[src/rtl/segx_pkg.sv]
package segx_pkg;
    localparam int NSEG   = 8;
    localparam int IDX_W  = $clog2(NSEG);
    localparam int SEG_W  = IDX_W + 1;
    localparam int OFF_W  = 16;
    localparam int LIM_W  = 16;
    localparam int BASE_W = 24;

    typedef enum logic [1:0] {
        ACC_RD  = 2'd0,
        ACC_WR  = 2'd1,
        ACC_EX  = 2'd2,
        ACC_RSV = 2'd3
    } acc_e;

    typedef enum logic [2:0] {
        TC_NONE  = 3'd0,
        TC_RANGE = 3'd1,
        TC_INVAL = 3'd2,
        TC_LIMIT = 3'd3,
        TC_PERM  = 3'd4
    } cause_e;

    typedef struct packed {
        logic [BASE_W-1:0] base;
        logic [LIM_W-1:0]  limit;
        logic              valid;
        logic [2:0]        perm;
    } seg_desc_t;

    function automatic logic perm_allows(input logic [2:0] perm, input acc_e acc);
        case (acc)
            ACC_RD:  return perm[0];
            ACC_WR:  return perm[1];
            ACC_EX:  return perm[2];
            default: return 1'b0;
        endcase
    endfunction
endpackage

[src/rtl/segx_table.sv]
module segx_table
    import segx_pkg::*;
#(
    parameter int ENTRIES = NSEG,
    parameter int AW      = $clog2(ENTRIES)
) (
    input  logic            clk,
    input  logic            rst,
    input  logic            wr_en,
    input  logic [AW-1:0]   wr_idx,
    input  seg_desc_t       wr_desc,
    input  logic [AW-1:0]   rd_idx,
    output seg_desc_t       rd_desc
);
    seg_desc_t slot_q [ENTRIES];

    for (genvar g = 0; g < ENTRIES; g++) begin : g_slot
        always_ff @(posedge clk) begin
            if (rst) begin
                slot_q[g] <= '0;
            end else if (wr_en && (wr_idx == AW'(g))) begin
                slot_q[g] <= wr_desc;
            end
        end
    end

    assign rd_desc = slot_q[rd_idx];

    // a written descriptor is held in its slot after the edge
    p_write_lands_r9: assert property (@(posedge clk) disable iff (rst)
        wr_en |=> slot_q[$past(wr_idx)] == $past(wr_desc));
endmodule

[src/rtl/segx_check.sv]
module segx_check
    import segx_pkg::*;
(
    input  logic [SEG_W-1:0]  seg,
    input  logic [OFF_W-1:0]  off,
    input  acc_e              acc,
    input  logic [SEG_W-1:0]  len,
    input  seg_desc_t         desc,
    output cause_e            cause,
    output logic [BASE_W-1:0] paddr
);
    localparam logic [SEG_W-1:0] SEG_TOP = SEG_W'(NSEG);

    logic range_bad, inval_bad, limit_bad, perm_bad;

    always_comb begin
        range_bad = (seg >= len) || (seg >= SEG_TOP);
        inval_bad = !desc.valid;
        limit_bad = (LIM_W'(off) >= desc.limit);
        perm_bad  = !perm_allows(desc.perm, acc);

        if (range_bad)      cause = TC_RANGE;
        else if (inval_bad) cause = TC_INVAL;
        else if (limit_bad) cause = TC_LIMIT;
        else if (perm_bad)  cause = TC_PERM;
        else                cause = TC_NONE;

        paddr = (cause == TC_NONE) ? (desc.base + BASE_W'(off)) : '0;
    end
endmodule

[src/rtl/seg_xlate_unit.sv]
module seg_xlate_unit
    import segx_pkg::*;
(
    input  logic              clk,
    input  logic              rst,
    input  logic              tw_en,
    input  logic [IDX_W-1:0]  tw_idx,
    input  logic [BASE_W-1:0] tw_base,
    input  logic [LIM_W-1:0]  tw_limit,
    input  logic              tw_valid,
    input  logic [2:0]        tw_perm,
    input  logic              len_we,
    input  logic [SEG_W-1:0]  len_val,
    input  logic              rq_valid,
    input  logic [SEG_W-1:0]  rq_seg,
    input  logic [OFF_W-1:0]  rq_off,
    input  logic [1:0]        rq_acc,
    output logic              xl_valid,
    output logic              xl_trap,
    output logic [2:0]        xl_cause,
    output logic [BASE_W-1:0] xl_paddr
);
    localparam logic [SEG_W-1:0] SEG_TOP = SEG_W'(NSEG);

    logic [SEG_W-1:0]  len_q;
    seg_desc_t         wr_d, rd_d;
    cause_e            chk_cause;
    logic [BASE_W-1:0] chk_paddr;

    assign wr_d = '{base: tw_base, limit: tw_limit, valid: tw_valid, perm: tw_perm};

    segx_table #(.ENTRIES(NSEG)) u_table (
        .clk     (clk),
        .rst     (rst),
        .wr_en   (tw_en),
        .wr_idx  (tw_idx),
        .wr_desc (wr_d),
        .rd_idx  (rq_seg[IDX_W-1:0]),
        .rd_desc (rd_d)
    );

    segx_check u_check (
        .seg   (rq_seg),
        .off   (rq_off),
        .acc   (acc_e'(rq_acc)),
        .len   (len_q),
        .desc  (rd_d),
        .cause (chk_cause),
        .paddr (chk_paddr)
    );

    always_ff @(posedge clk) begin
        if (rst)         len_q <= '0;
        else if (len_we) len_q <= len_val;
    end

    always_ff @(posedge clk) begin
        if (rst || !rq_valid) begin
            xl_valid <= 1'b0;
            xl_trap  <= 1'b0;
            xl_cause <= '0;
            xl_paddr <= '0;
        end else begin
            xl_valid <= 1'b1;
            xl_trap  <= (chk_cause != TC_NONE);
            xl_cause <= chk_cause;
            xl_paddr <= chk_paddr;
        end
    end

    // each request is answered exactly one cycle later
    p_answer_r2: assert property (@(posedge clk) disable iff (rst)
        rq_valid |=> xl_valid);
    p_idle_r2: assert property (@(posedge clk) disable iff (rst)
        !rq_valid |=> (!xl_valid && xl_cause == 3'd0));
    // out-of-range segment numbers trap with cause 1
    p_range_r3: assert property (@(posedge clk) disable iff (rst)
        (rq_valid && (rq_seg >= len_q || rq_seg >= SEG_TOP)) |=> (xl_trap && xl_cause == 3'd1));
    // length register holds without a write
    p_len_hold_r10: assert property (@(posedge clk) disable iff (rst)
        !len_we |=> $stable(len_q));
    // a trap never carries an address
    p_trap_zero_r8: assert property (@(posedge clk) disable iff (rst)
        xl_trap |-> (xl_paddr == '0 && xl_valid));
endmodule

[config.mk]
export PLATFORM = sky130hd
export DESIGN_NAME = seg_xlate_unit
export DESIGN_NICKNAME = d
export VERILOG_FILES = /design/src/rtl/segx_pkg.sv /design/src/rtl/segx_table.sv /design/src/rtl/segx_check.sv /design/src/rtl/seg_xlate_unit.sv
export SDC_FILE = /design/constraint.sdc
export NUM_CORES = 1
export LEC_CHECK = 0
export BUFFER_PORTS_ARGS = -buffer_cell sky130_fd_sc_hd__buf_2
export CAP_MARGIN = 20
export CORE_MARGIN = 5
export CORE_UTILIZATION = 40
export DETAILED_ROUTE_END_ITERATION = 7
export SLEW_MARGIN = 5
export SYNTH_ARGS = -nofsm -noshare
export SYNTH_HDL_FRONTEND = slang
export SYNTH_SLANG_ARGS = --single-unit
[constraint.sdc]
create_clock -name clk -period 7.7 [get_ports clk]
set_input_delay 1.54 -clock clk [delete_from_list [all_inputs] [get_ports clk]]
set_output_delay 1.54 -clock clk [all_outputs]
set_load 0.005 [all_outputs]
Word-level counts from Yosys, hierarchy flattened --
Memory sizes are Yosys's and may differ from the RTL's. Cells that the tools add are included.
Word-level totals: RAM bits 352, flip-flop bits (word level) 33, bits of input ports 78, latch bits 0, word-level logic and storage cells 84, memories 1, bits in read-only memories 0
Memories:
- u_table.slot_q | words 8, bits a word 44, read ports 1, clocked after memory_dff 0, write ports 8, RTL line segx_table.sv:15 | seg_desc_t slot_q [ENTRIES];
Cells by class: order comparisons 3, reduce and logical (&&, ||, !) cells 16, shift-type cells 0, divide/modulo/power cells 0, add/sub/neg operators 1, bitwise gates (word level) 9, multiplexer cells 40, multiply operators 0, eq/ne operators 9
Operators by type and width (count):
- two-way mux 44 bit | 8
- two-way mux 1 bit | 27
- adder 24 x 16 -> 24 bit | 1
- greater-or-equal comparator 16 bit | 1
- equality test 3 bit, second input constant | 4
- two-way mux 3 bit | 4
- logical AND 1 bit | 8
- OR 1 bit | 8
- equality test 3 x 2 -> 1 bit, second input constant | 2
- logical NOT 3 bit | 2
- greater-or-equal comparator 4 bit | 1
- greater-or-equal comparator 4 bit, second input constant | 1
- equality test 3 x 1 -> 1 bit, second input constant | 1
- case mux 1 bit (3 select lines) | 1
- nonzero test 3 bit | 1
- equality test 2 x 1 -> 1 bit, second input constant | 1
- equality test 2 bit, second input constant | 1
- logical NOT 2 bit | 1
- logical OR 1 bit | 2
- OR reduction 2 bit | 1
- logical NOT 1 bit | 1
- inverter 1 bit | 1

Longest topological paths before layout --
Gate-level depths: netlist of run 1.
depth in word-level cells 9, mapped depth 17, depth with buffers taken out 13

Hierarchy --
From an unflattened synthesis of run 1, not the netlist that was laid out.
Second synthesis, totals: cell total of the unflattened synthesis 1349, area, all modules 18370.1 µm²
Modules (own cells, without submodules):
- segx_table | cells each 999, area each 15596.2 µm², sequential area each 10570.1 µm², instances 1
- segx_check | cells each 276, area each 1839.3 µm², sequential area each 0.0 µm², instances 1
- seg_xlate_unit | cells each 74, area each 934.6 µm², sequential area each 660.6 µm², instances 1

Worst setup path after synthesis of run 1 --
No wires, ideal clock.
path kind input to register, start in rq_seg[0], end reg xl_paddr[20], buffers on the path 5, arrival 4887 ps, stages 16, path slack 2699 ps, library setup time 115 ps, cell sequence clkbuf_2 buf_6 buf_2 buf_2 mux4_2 mux2_2 ha_1 clkbuf_1 a21o_1 a31oi_1 nor2_1 a2111oi_2 o21ai_1 nand3_1 xnor2_1 nor2_1
On the way: longest elaborated chain between the ends 9
Ends and longest elaborated chain:
- from (decl) | RTL line seg_xlate_unit.sv:15 | input logic [SEG_W-1:0] rq_seg,
- parallel branches: the longest is 9 deep, another holds memory read (8 x 44 bit)
- to (signal assigned) | RTL line seg_xlate_unit.sv:67 | xl_paddr <= chk_paddr;
- to (decl) | RTL line seg_xlate_unit.sv:21 | output logic [BASE_W-1:0] xl_paddr
Parallel ways; which one is timed is not known. A chain may end at the register's enable or synchronous reset.

Final worst setup path of run 1 --
start in rq_seg[0], end reg xl_paddr[6]
Same word-level chain as after synthesis.

==> results of run 1 <==
## sequential cells by signal, indices dropped and copies added, names as in the netlist
signal and cells:
xl_trap 1, xl_valid 1, u_table.slot_q 352, xl_paddr 24, len_q 4, xl_cause 3
## where the power goes
| part | internal (W) | switching, W | leakage [nW] |
|---|---|---|---|
| Clock | 0.00109 | 0.000808 | 0.634 |
| Combinational | 0.000225 | 0.000306 | 3.26 |
| Sequential | 0.00241 | 0.0000333 | 3.67 |
| Total | 0.00372 | 0.00115 | 7.56 |
## routing by layer
layer  global-route usage  up-vias  part of all wire
li1                     -     4612                 -
met1               0.2675     5217              0.43
met2               0.3133      321              0.47
met3              0.03813       75             0.066
met4              0.04971        4             0.025
met5                    0        -           0.00046
## cell type report
| type | instances | area (µm²) | share of cell area |
|---|---|---|---|
| diodes | 4 | 10.01 | 0.0004864 |
| flip-flops and latches | 385 | 11230 | 0.5458 |
| well taps | 592 | 740.7 | 0.03599 |
| repair buffers | 129 | 724.4 | 0.03520 |
| inverters | 12 | 45.04 | 0.002189 |
| clock inverters | 26 | 133.9 | 0.006506 |
| multi-input cells | 729 | 6545 | 0.3181 |
| clock buffers | 51 | 1149 | 0.05582 |
## worst max-delay path by stage
stage              start                       to  slack (ns)  cells after the start
2_1_floorplan  rq_seg[0]  xl_paddr[20]$_SDFF_PP0_        2.70                     16
3_3_place_gp   rq_seg[0]   xl_paddr[4]$_SDFF_PP0_        2.18                     13
3_5_place_dp   rq_seg[0]   xl_paddr[6]$_SDFF_PP0_        2.02                     13
4_1_cts        rq_seg[0]   xl_paddr[6]$_SDFF_PP0_        2.58                     13
5_1_grt        rq_seg[0]   xl_paddr[6]$_SDFF_PP0_        2.30                     13
6_report       rq_seg[0]   xl_paddr[6]$_SDFF_PP0_        2.67                     13
## cells by family (layout without fill, tap and decap cells)
group	after synthesis	count (layout)	share of synthesized area
xor+xnor	19	19	0.009244
mux	144	144	0.1439
compound gates	72	72	0.02766
buf+inv	77	218	0.01946
fa+ha+maj	37	37	0.02613
simple gates	457	457	0.1497
flops	385	385	0.6239
other cells	0	4	0
## cell usage after synthesis (9+ instances only)
master,number
mux2i_1,35
and2_1,352
nand2_1,15
clkbuf_1,41
inv_1,11
nor2_1,52
nand2b_1,9
a21oi_1,18
mux4_2,89
xnor2_1,13
edfxtp_1,352
ha_1,36
o21ai_0,9
nand3_1,9
buf_2,12
dfxtp_1,33
mux2_2,19
## worst max-delay path: stages
cell and delay [ns]:
buf_4 0.62, buf_4 0.37, mux4_2 0.53, mux2_2 0.28, ha_1 0.27, nor2b_1 0.11
o21ai_0 0.11, a21oi_1 0.16, o21a_1 0.15, o21ai_0 0.15, nor2b_1 0.36, nand4_4 0.44
a211oi_1 0.33
## metrics by stage
step | cell area (µm²) | total power [W] | setup WS [ns]
finish | 20580 | 0.004872 | 2.670
global route | 20570 | 0.005052 | 2.297
CTS | 20570 | 0.004915 | 2.583
detailed placement | 19290 | 0.003025 | 2.025
global placement | 19270 | 0.003013 | 2.181
floorplan | 18000 | 0.002833 | 2.699
==> results_dict.tcl, run 1 <==
set metrics [dict create \
    outcome "finished, final reports clean" \
    drtIter0Drc 959 \
    finalClockSkew_ns 0.01512 \
    fill_cells 3876 \
    leakage_nw 7.563 \
    drv_slew 0 \
    first_pass_iters 5 \
    power_density_nw_per_um2 236.7 \
    r2r-start "u_table.slot_q[4][20]$_SDFFCE_PN0P_" \
    synthTopCellsByArea "edfxtp_1 59%, and2_1 12%, mux4_2 11%, dfxtp_1 3.7%, ha_1 2.5%" \
    grt_pass1_wl_mm 71.27 \
    antenna_found_initial 6 \
    postCtsSetupBuffers 0 \
    start_util 0.4053 \
    synth_edf_count 352 \
    async_flop_share 0 \
    grt_pass1_vias 10538 \
    port_buffers 106 \
    drv_cap 0 \
    rrSetupSlack_ns 4.29 \
    layout.cells.non_filler 1928 \
    cts_resized 0 \
    gp_congestion 0.7924 \
    numCtsBuffers 42 \
    r2r-end "xl_paddr[20]$_SDFF_PP0_" \
    required_ns 8.14 \
    wirelength_mm 47.84 \
    relSlewSlack 0.3619 \
    critPathCaptureType "register" \
    grt_max_degree 50 \
    min_to "len_q[1]$_SDFFE_PP0P_" \
    cp.arrival_ns 5.47 \
    finalHoldViolCount 0 \
    hold_path_class "register to register" \
    layout_common_cells "352 x and2_1, 352 x edfxtp_1, 104 x buf_2" \
    rsz0062_at_grt "no" \
    clkTransAtPathRegs_ns 0.06 \
    clock-sinks 385 \
    synthCells 1191 \
    reg2reg_depth 13 \
    drt-wirelength-per-cell_um 24.81 \
    die_w_um 222.1 \
    core_um2 44410 \
    yosysSeqAreaShare 0.6239 \
    synthFlopType "edfxtp_1" \
    dp_hpwl_mm 27.03 \
    synth_fp_nets 1306 \
    fmax_mhz 198.8 \
    cts-root-buf "clkbuf_16" \
    synth-seq-cells 385 \
    ys_warn_count 0 \
    boundaryPins 107 \
    die_h_um 222.1 \
    clockBufferDepth 3 \
    fp.dieArea_um2 49350 \
    gr-total-overflow 0 \
    cts_tree "done" \
    route.detailed.drc 0 \
    min_period_ns 5.030 \
    period_share 0.6532 \
    grt.total_usage 0.1925 \
    dp_cells 1847 \
    viasPerCell 5.305 \
    max_slew.worst_pin.slew_ns 0.9572 \
    final_util 0.4633 \
    synth.avg_cell_area_um2 15.12 \
    yosys.area.top_type_share 0.5872 \
    fin_hold_ws_ns 0.5108 \
    vias 10229 \
    drive_above_1_share 0.2365 \
    crit_fanout 36 \
    critPathKind "primary input to register" \
    synthesis.area_um2 18000 \
    postCtsHoldBufs 0 \
    area_growth_pct 14.31 \
    finalSetupTns_ns 0 \
    min_path_cells 2 \
    hp-start "len_q[1]$_SDFFE_PP0P_" \
    yosysTopAreaCell "edfxtp_1" \
    num-nets-final 1414 \
    clk_latency_ns 0.55 \
    worstSetupStartpointType "primary input" \
    ys_types 49 \
    row_count 77 \
    finalSetupViolCount 0 \
    ant_nets 0 \
    cts-htree-levels 2 \
    ir_drop_uv 165.6 \
]
Note: power is estimated with default switching activity, not from simulation.
==> run 2: changes to the inputs <==
Settings changed: ABC_AREA set to 1.
Clock period 7.7 ns to 4.39 ns, I/O delays scaled along.
==> run 2 against run 1 <==
- count of clock-buffer cells in the layout up 4
- utilization down 0.30 points
- combinational power up 84%
- non-clock buffer count up 18
- sequential share of layout area up 0.60 points
- first-iteration DRC count up 62%
- worst hold slack worse by 0.040 ns
- clock skew about the same
==> results_dict.tcl, run 2 <==
set metrics [dict create \
    outcome "finished, final reports clean" \
    cts-root-buf "clkbuf_16" \
    leakage_nw 8.113 \
    synthesis.area_um2 17900 \
    worstSetupStartpointType "primary input" \
    drt-wirelength-per-cell_um 20.59 \
    synth.avg_cell_area_um2 9.872 \
    synthTopCellsByArea "edfxtp_1 59%, nor2_1 13%, o21ai_0 4.7%, dfxtp_1 3.7%, nand2_1 3.4%" \
    critPathKind "primary input to register" \
    period_share 0.8335 \
    critPathCaptureType "register" \
    ir_drop_uv 257.0 \
    synth_edf_count 352 \
    clkPwrFrac 0.383 \
    grt_max_degree 69 \
    drv_slew 0 \
    yosysTopAreaCell "edfxtp_1" \
    area_growth_pct 13.74 \
    clock-sinks 385 \
    gr-total-overflow 0 \
    finalClockSkew_ns 0.01493 \
    hold_path_class "register to register" \
    max_slew.worst_pin.slew_ns 0.8832 \
    ys_warn_count 0 \
    drtIter0Drc 1555 \
    fin_hold_ws_ns 0.4713 \
    cts-htree-levels 2 \
    core_um2 44220 \
    min_period_ns 3.659 \
    p_sw_frac 0.2512 \
    synth_most_common_cell "nor2_1" \
    top_register "u_table.slot_q" \
    boundaryPins 107 \
    ant_nets 0 \
    clockBufferDepth 3 \
    row_count 77 \
    final_common_cell "nor2_1" \
    p_seq_frac 0.502 \
    synth_fp_nets 1928 \
    required_ns 4.83 \
    vias 13437 \
    route.detailed.drc 0 \
    fp.dieArea_um2 49070 \
    cts_resized 0 \
    first_pass_iters 5 \
    grt_pass1_wl_mm 79.08 \
    synthTopCellsByCount "609 x nor2_1, 352 x edfxtp_1, 167 x o21ai_0" \
    grt.total_usage 0.2054 \
    yosysSeqAreaShare 0.6275 \
    totalPowerFinal_w 0.008529 \
    async_flop_share 0 \
    antenna_found_initial 4 \
    internal_power_w 0.006386 \
    relSlewSlack 0.4089 \
    ys_types 43 \
    cts_tree "done" \
    synthCells 1813 \
    fill_cells 4091 \
    power_density_nw_per_um2 419.0 \
    power.switching_w 0.002142 \
    viasPerCell 5.328 \
    grt_pass1_vias 13050 \
    yosys.area.top_type_share 0.5906 \
    synthFlopType "edfxtp_1" \
    numCtsBuffers 40 \
    combPwrFrac 0.114 \
    reg_top3 "u_table.slot_q (352), xl_paddr (24), len_q (4)" \
    clk_latency_ns 0.55 \
    synth-seq-cells 385 \
    clkTransAtPathRegs_ns 0.06 \
    rsz0062_at_grt "no" \
    gp_congestion 0.8956 \
    num-nets-final 2014 \
    antenna_cells 0 \
    layout_common_cells "609 x nor2_1, 352 x edfxtp_1, 166 x o21ai_0" \
    fmax_mhz 273.3 \
    drv_cap 0 \
    drive_above_1_share 0.1316 \
    cp.arrival_ns 4.10 \
    die_w_um 221.5 \
    wirelength_mm 51.92 \
    finalSetupTns_ns 0 \
    largest_reg_flops 352 \
    dp_hpwl_mm 30.80 \
    die_h_um 221.5 \
    postCtsHoldBufs 0 \
    reg2reg_depth 17 \
    postCtsSetupBuffers 0 \
    finalHoldViolCount 0 \
    min_path_cells 2 \
    finalSetupViolCount 0 \
    start_util 0.4047 \
    port_buffers 106 \
    crit_fanout 41 \
]
[run 2: cell count changes after synthesis, moves of 14 or more]
cell / previous run / this run
a21oi_1: 18 / 34
and2_1: 352 / 1
buf_2: 12 / 26
clkbuf_1: 41 / 57
inv_1: 11 / 110
mux2_2: 19 / 0
mux2i_1: 35 / 0
mux4_2: 89 / 0
nand2_1: 15 / 162
nand3_1: 9 / 53
nor2_1: 52 / 609
o21ai_0: 9 / 167
o221ai_1: 1 / 16
o22ai_1: 0 / 37
[run 2: worst paths after layout]
kind	start	end	slack (ns)
worst min register to register	len_q[2]$_SDFFE_PP0P_	len_q[2]$_SDFFE_PP0P_	0.47
worst min-delay path	len_q[2]$_SDFFE_PP0P_	len_q[2]$_SDFFE_PP0P_	0.47
worst max register to register	u_table.slot_q[6][20]$_SDFFCE_PN0P_	xl_paddr[20]$_SDFF_PP0_	1.42
worst max-delay path	rq_seg[1]	xl_paddr[20]$_SDFF_PP0_	0.73
[run 2: area by class of cell]
type / count / area [µm²] / area share
Multi-Input combinational cell: 1211 / 5748 / 0.2824
Clock inverter: 18 / 136.4 / 0.006700
Sequential cell: 385 / 11230 / 0.5517
Timing Repair Buffer: 147 / 965.9 / 0.04745
Inverter: 114 / 435.4 / 0.02139
Clock buffer: 55 / 1099 / 0.05397
Tap cell: 592 / 740.7 / 0.03639
[run 2: layer usage]
metal / wire length (µm) / vias up / track usage / part of all wire
met5: 43 / - / 0 / 0.00083
met4: 1159 / 8 / 0.05190 / 0.022
met3: 4448 / 85 / 0.04171 / 0.086
met2: 23740 / 572 / 0.3260 / 0.46
met1: 22530 / 6453 / 0.2922 / 0.43
li1: - / 6319 / - / -
[run 2: through the flow]
stage               utilization  instance area [µm²]  setup WS (ns)  cells
finish                   0.4603                20360         0.7311   2522
global route             0.4603                20360         0.5636   2522
CTS                      0.4603                20360         0.8304   2522
detailed placement       0.4324                19120         0.2635   2449
global placement         0.4324                19120         0.3556   2449
floorplan                     -                17900         0.8083   1813
[run 2: kinds of logic (layout without fill, tap and decap cells)]
logic type | after synthesis | after routing | share of synthesized area
buffers and inverters | 217 | 334 | 0.05516
adder cells (fa/ha/maj) | 37 | 37 | 0.02629
XOR/XNOR | 8 | 8 | 0.003915
AO/OA/AOI/OAI | 304 | 304 | 0.09613
AND/OR/NAND/NOR | 862 | 862 | 0.1910
flip-flops | 385 | 385 | 0.6275
[run 2: power groups by stage]
stage	clock network (W)	logic [W]	registers, W
floorplan	0	0.000630	0.00435
global placement	0	0.000955	0.00436
detailed placement	0	0.000964	0.00436
CTS	0.00331	0.000968	0.00428
global route	0.00347	0.00108	0.00430
finish	0.00327	0.000975	0.00428
[run 2: critical path, stage by stage]
cell	delay (ns)
buf_2	0.12
buf_4	0.45
o21ai_0	0.17
o22ai_1	0.18
nor2_1	0.06
a31oi_1	0.38
ha_1	0.25
inv_1	0.05
fa_1	0.40
o21ai_1	0.24
nand2_1	0.08
nand2_1	0.12
nand2_1	0.06
nand2_1	0.12
nand3_1	0.11
nand2_1	0.16
nand3_1	0.11
nand3_1	0.12
inv_1	0.04
==> run 3: changes to the inputs <==
Clock period 4.39 ns to 3.7 ns, I/O delays scaled along.
==> run 3 against run 2 <==
- worst hold slack got worse by 0.037 ns
- critical path depth fell by 4
- total power rose by 22%
- largest power group unchanged
- critical path type unchanged
- clock skew fell by 0.00065 ns
- highest routed layer unchanged
- die area did not move
- flip-flop and latch count did not move
- clock power rose by 25%
- count of clock-buffer cells in the layout fell by 4
==> results_dict.tcl, run 3 (synthesis results as in run 2) <==
set metrics [dict create \
    outcome "finished, final reports clean" \
    first_pass_iters 5 \
    cp_slowest_cell "buf_4" \
    drv_slew 0 \
    gp_congestion 0.9076 \
    antenna_cells 0 \
    period_share 0.8449 \
    hold_path_class "primary input to register" \
    clk_latency_ns 0.55 \
    rsz0062_at_grt "no" \
    antenna_found_initial 2 \
    layout.cells.non_filler 2567 \
    vias 13546 \
    finalHoldViolCount 0 \
    clock-sinks 385 \
    finalSetupTns_ns 0 \
    clkTransAtPathRegs_ns 0.06 \
    crit_family "compound AO/OA/AOI/OAI gates" \
    cts_tree "done" \
    ant_nets 0 \
    start_util 0.4047 \
    final_common_cell "nor2_1" \
    grt_max_degree 61 \
    die_h_um 221.5 \
    largest_reg_flops 352 \
    worstSetupStartpointType "primary input" \
    min_period_ns 3.126 \
    boundaryPins 107 \
    port_buffers 106 \
    gr-max-usage-layer "met2" \
    relSlewSlack 0.3593 \
    crit_chain "buf_4 > buf_12 > buf_4 > o21ai_0 > o221ai_1 > o21ai_1 > ha_1 > a21oi_1 > o21ai_0 > a21oi_1 > nand3_1 > inv_1 > nand3_2 > buf_12 > a21oi_2" \
    gr-total-overflow 0 \
    leakage_nw 8.341 \
    totalPowerFinal_w 0.01038 \
    drt-wirelength-per-cell_um 20.30 \
    dp_cells 2495 \
    grt_pass1_vias 13144 \
    max_slew.worst_pin.slew_ns 0.9600 \
    drtIter0Drc 1543 \
    grt_use_met3 0.04449 \
    required_ns 4.18 \
    ir_drop_uv 384.3 \
    area_growth_pct 15.76 \
    drv_cap 0 \
    critPathKind "primary input to register" \
    critPathMaxStageDelay_ns 0.35 \
    critPathCaptureType "register" \
    core_um2 44220 \
    cts-htree-levels 2 \
    power_density_nw_per_um2 500.9 \
    wirelength_mm 52.11 \
    cts_resized 0 \
    cp_num_buf_inv 5 \
    reg_top3 "u_table.slot_q (352), xl_paddr (24), len_q (4)" \
    finalClockSkew_ns 0.01429 \
    crit_fanout 33 \
    numCtsBuffers 41 \
    postCtsSetupBuffers 0 \
    num-nets-final 2061 \
    grt_pass1_wl_mm 79.41 \
    drive_above_1_share 0.1539 \
    dp_hpwl_mm 32.04 \
    row_count 77 \
    route.detailed.drc 0 \
    finalSetupViolCount 0 \
    grt.total_usage 0.2064 \
    postCtsHoldBufs 0 \
    use_met2 0.3242 \
    cp.arrival_ns 3.61 \
    cts-root-buf "clkbuf_16" \
    layout_common_cells "609 x nor2_1, 352 x edfxtp_1, 166 x o21ai_0" \
    fmax_mhz 319.9 \
    clockBufferDepth 3 \
    top_register "u_table.slot_q" \
    fp.dieArea_um2 49070 \
    viasPerCell 5.277 \
    use_met1 0.2913 \
    die_w_um 221.5 \
]
## run 3: cell types whose count changed in the layout (fill, tap and decap cells not counted)
cell        delta
clkbuf_8       -2
clkinv_1       -1
clkinv_2       -1
clkbuf_1       -4
buf_4         +51
clkinv_4       +1
bufinv_16      +2
clkinvlp_2     +1
clkinvlp_4     +1
clkbuf_16      +2
buf_12         -5
## run 3: per-stage QoR
stage / worst slack, ns / util / cell area [µm²] / hold WS (ns)
final: 0.5738 / 0.4685 / 20720 / 0.4341
after global routing: 0.2828 / 0.4685 / 20720 / 0.4391
after CTS: 0.6294 / 0.4685 / 20720 / 0.4159
after detailed placement: 0.06861 / 0.4388 / 19400 / 0.4665
after global placement: 0.1475 / 0.4388 / 19400 / 0.4679
after floorplan: 0.2563 / - / 17900 / 0.4377
## run 3: final timing paths
path         cells past startpoint                      end  slack [ns]                           startpoint
max reg2reg                     17  xl_paddr[20]$_SDFF_PP0_        0.89  u_table.slot_q[6][20]$_SDFFCE_PN0P_
min reg2reg                      2    len_q[3]$_SDFFE_PP0P_        0.47                len_q[3]$_SDFFE_PP0P_
min                              3    len_q[0]$_SDFFE_PP0P_        0.43                           len_val[0]
max                             15  xl_paddr[22]$_SDFF_PP0_        0.57                            rq_seg[0]
## run 3: area by class of cell
type                       count  area (µm²)
clock buffer                  51        1106
clock inverter                21       209.0
fill                        4091       23500
inverter                     114       435.4
multi-input combinational   1211        5748
sequential                   385       11230
tap                          592       740.7
timing repair buffer         193        1249
## run 3: worst reg2reg max path, cell delays in order, from the launching register on
cell	delay (ns)
edfxtp_1	0.32
o21ai_0	0.08
o22ai_1	0.19
nor2_1	0.06
a31oi_1	0.33
ha_1	0.25
inv_1	0.06
fa_1	0.39
o21ai_1	0.20
nand2_1	0.08
nand2_1	0.14
nand2_1	0.07
nand2_1	0.10
nand3_1	0.10
nand2_1	0.14
nand3_1	0.09
nand3_1	0.10
inv_1	0.04
## run 3: power by group
part / switching, W / leakage [nW] / internal (W)
Sequential: 0.0000685 / 3.67 / 0.00502
Combinational: 0.000822 / 4.03 / 0.000391
Clock: 0.00168 / 0.637 / 0.00240
Total: 0.00257 / 8.34 / 0.00780
## run 3: metal layers
layer,vias up,wire (µm)
met2,540,23720
met3,79,4635
met5,-,27
met4,4,1333
li1,6406,-
met1,6517,22390
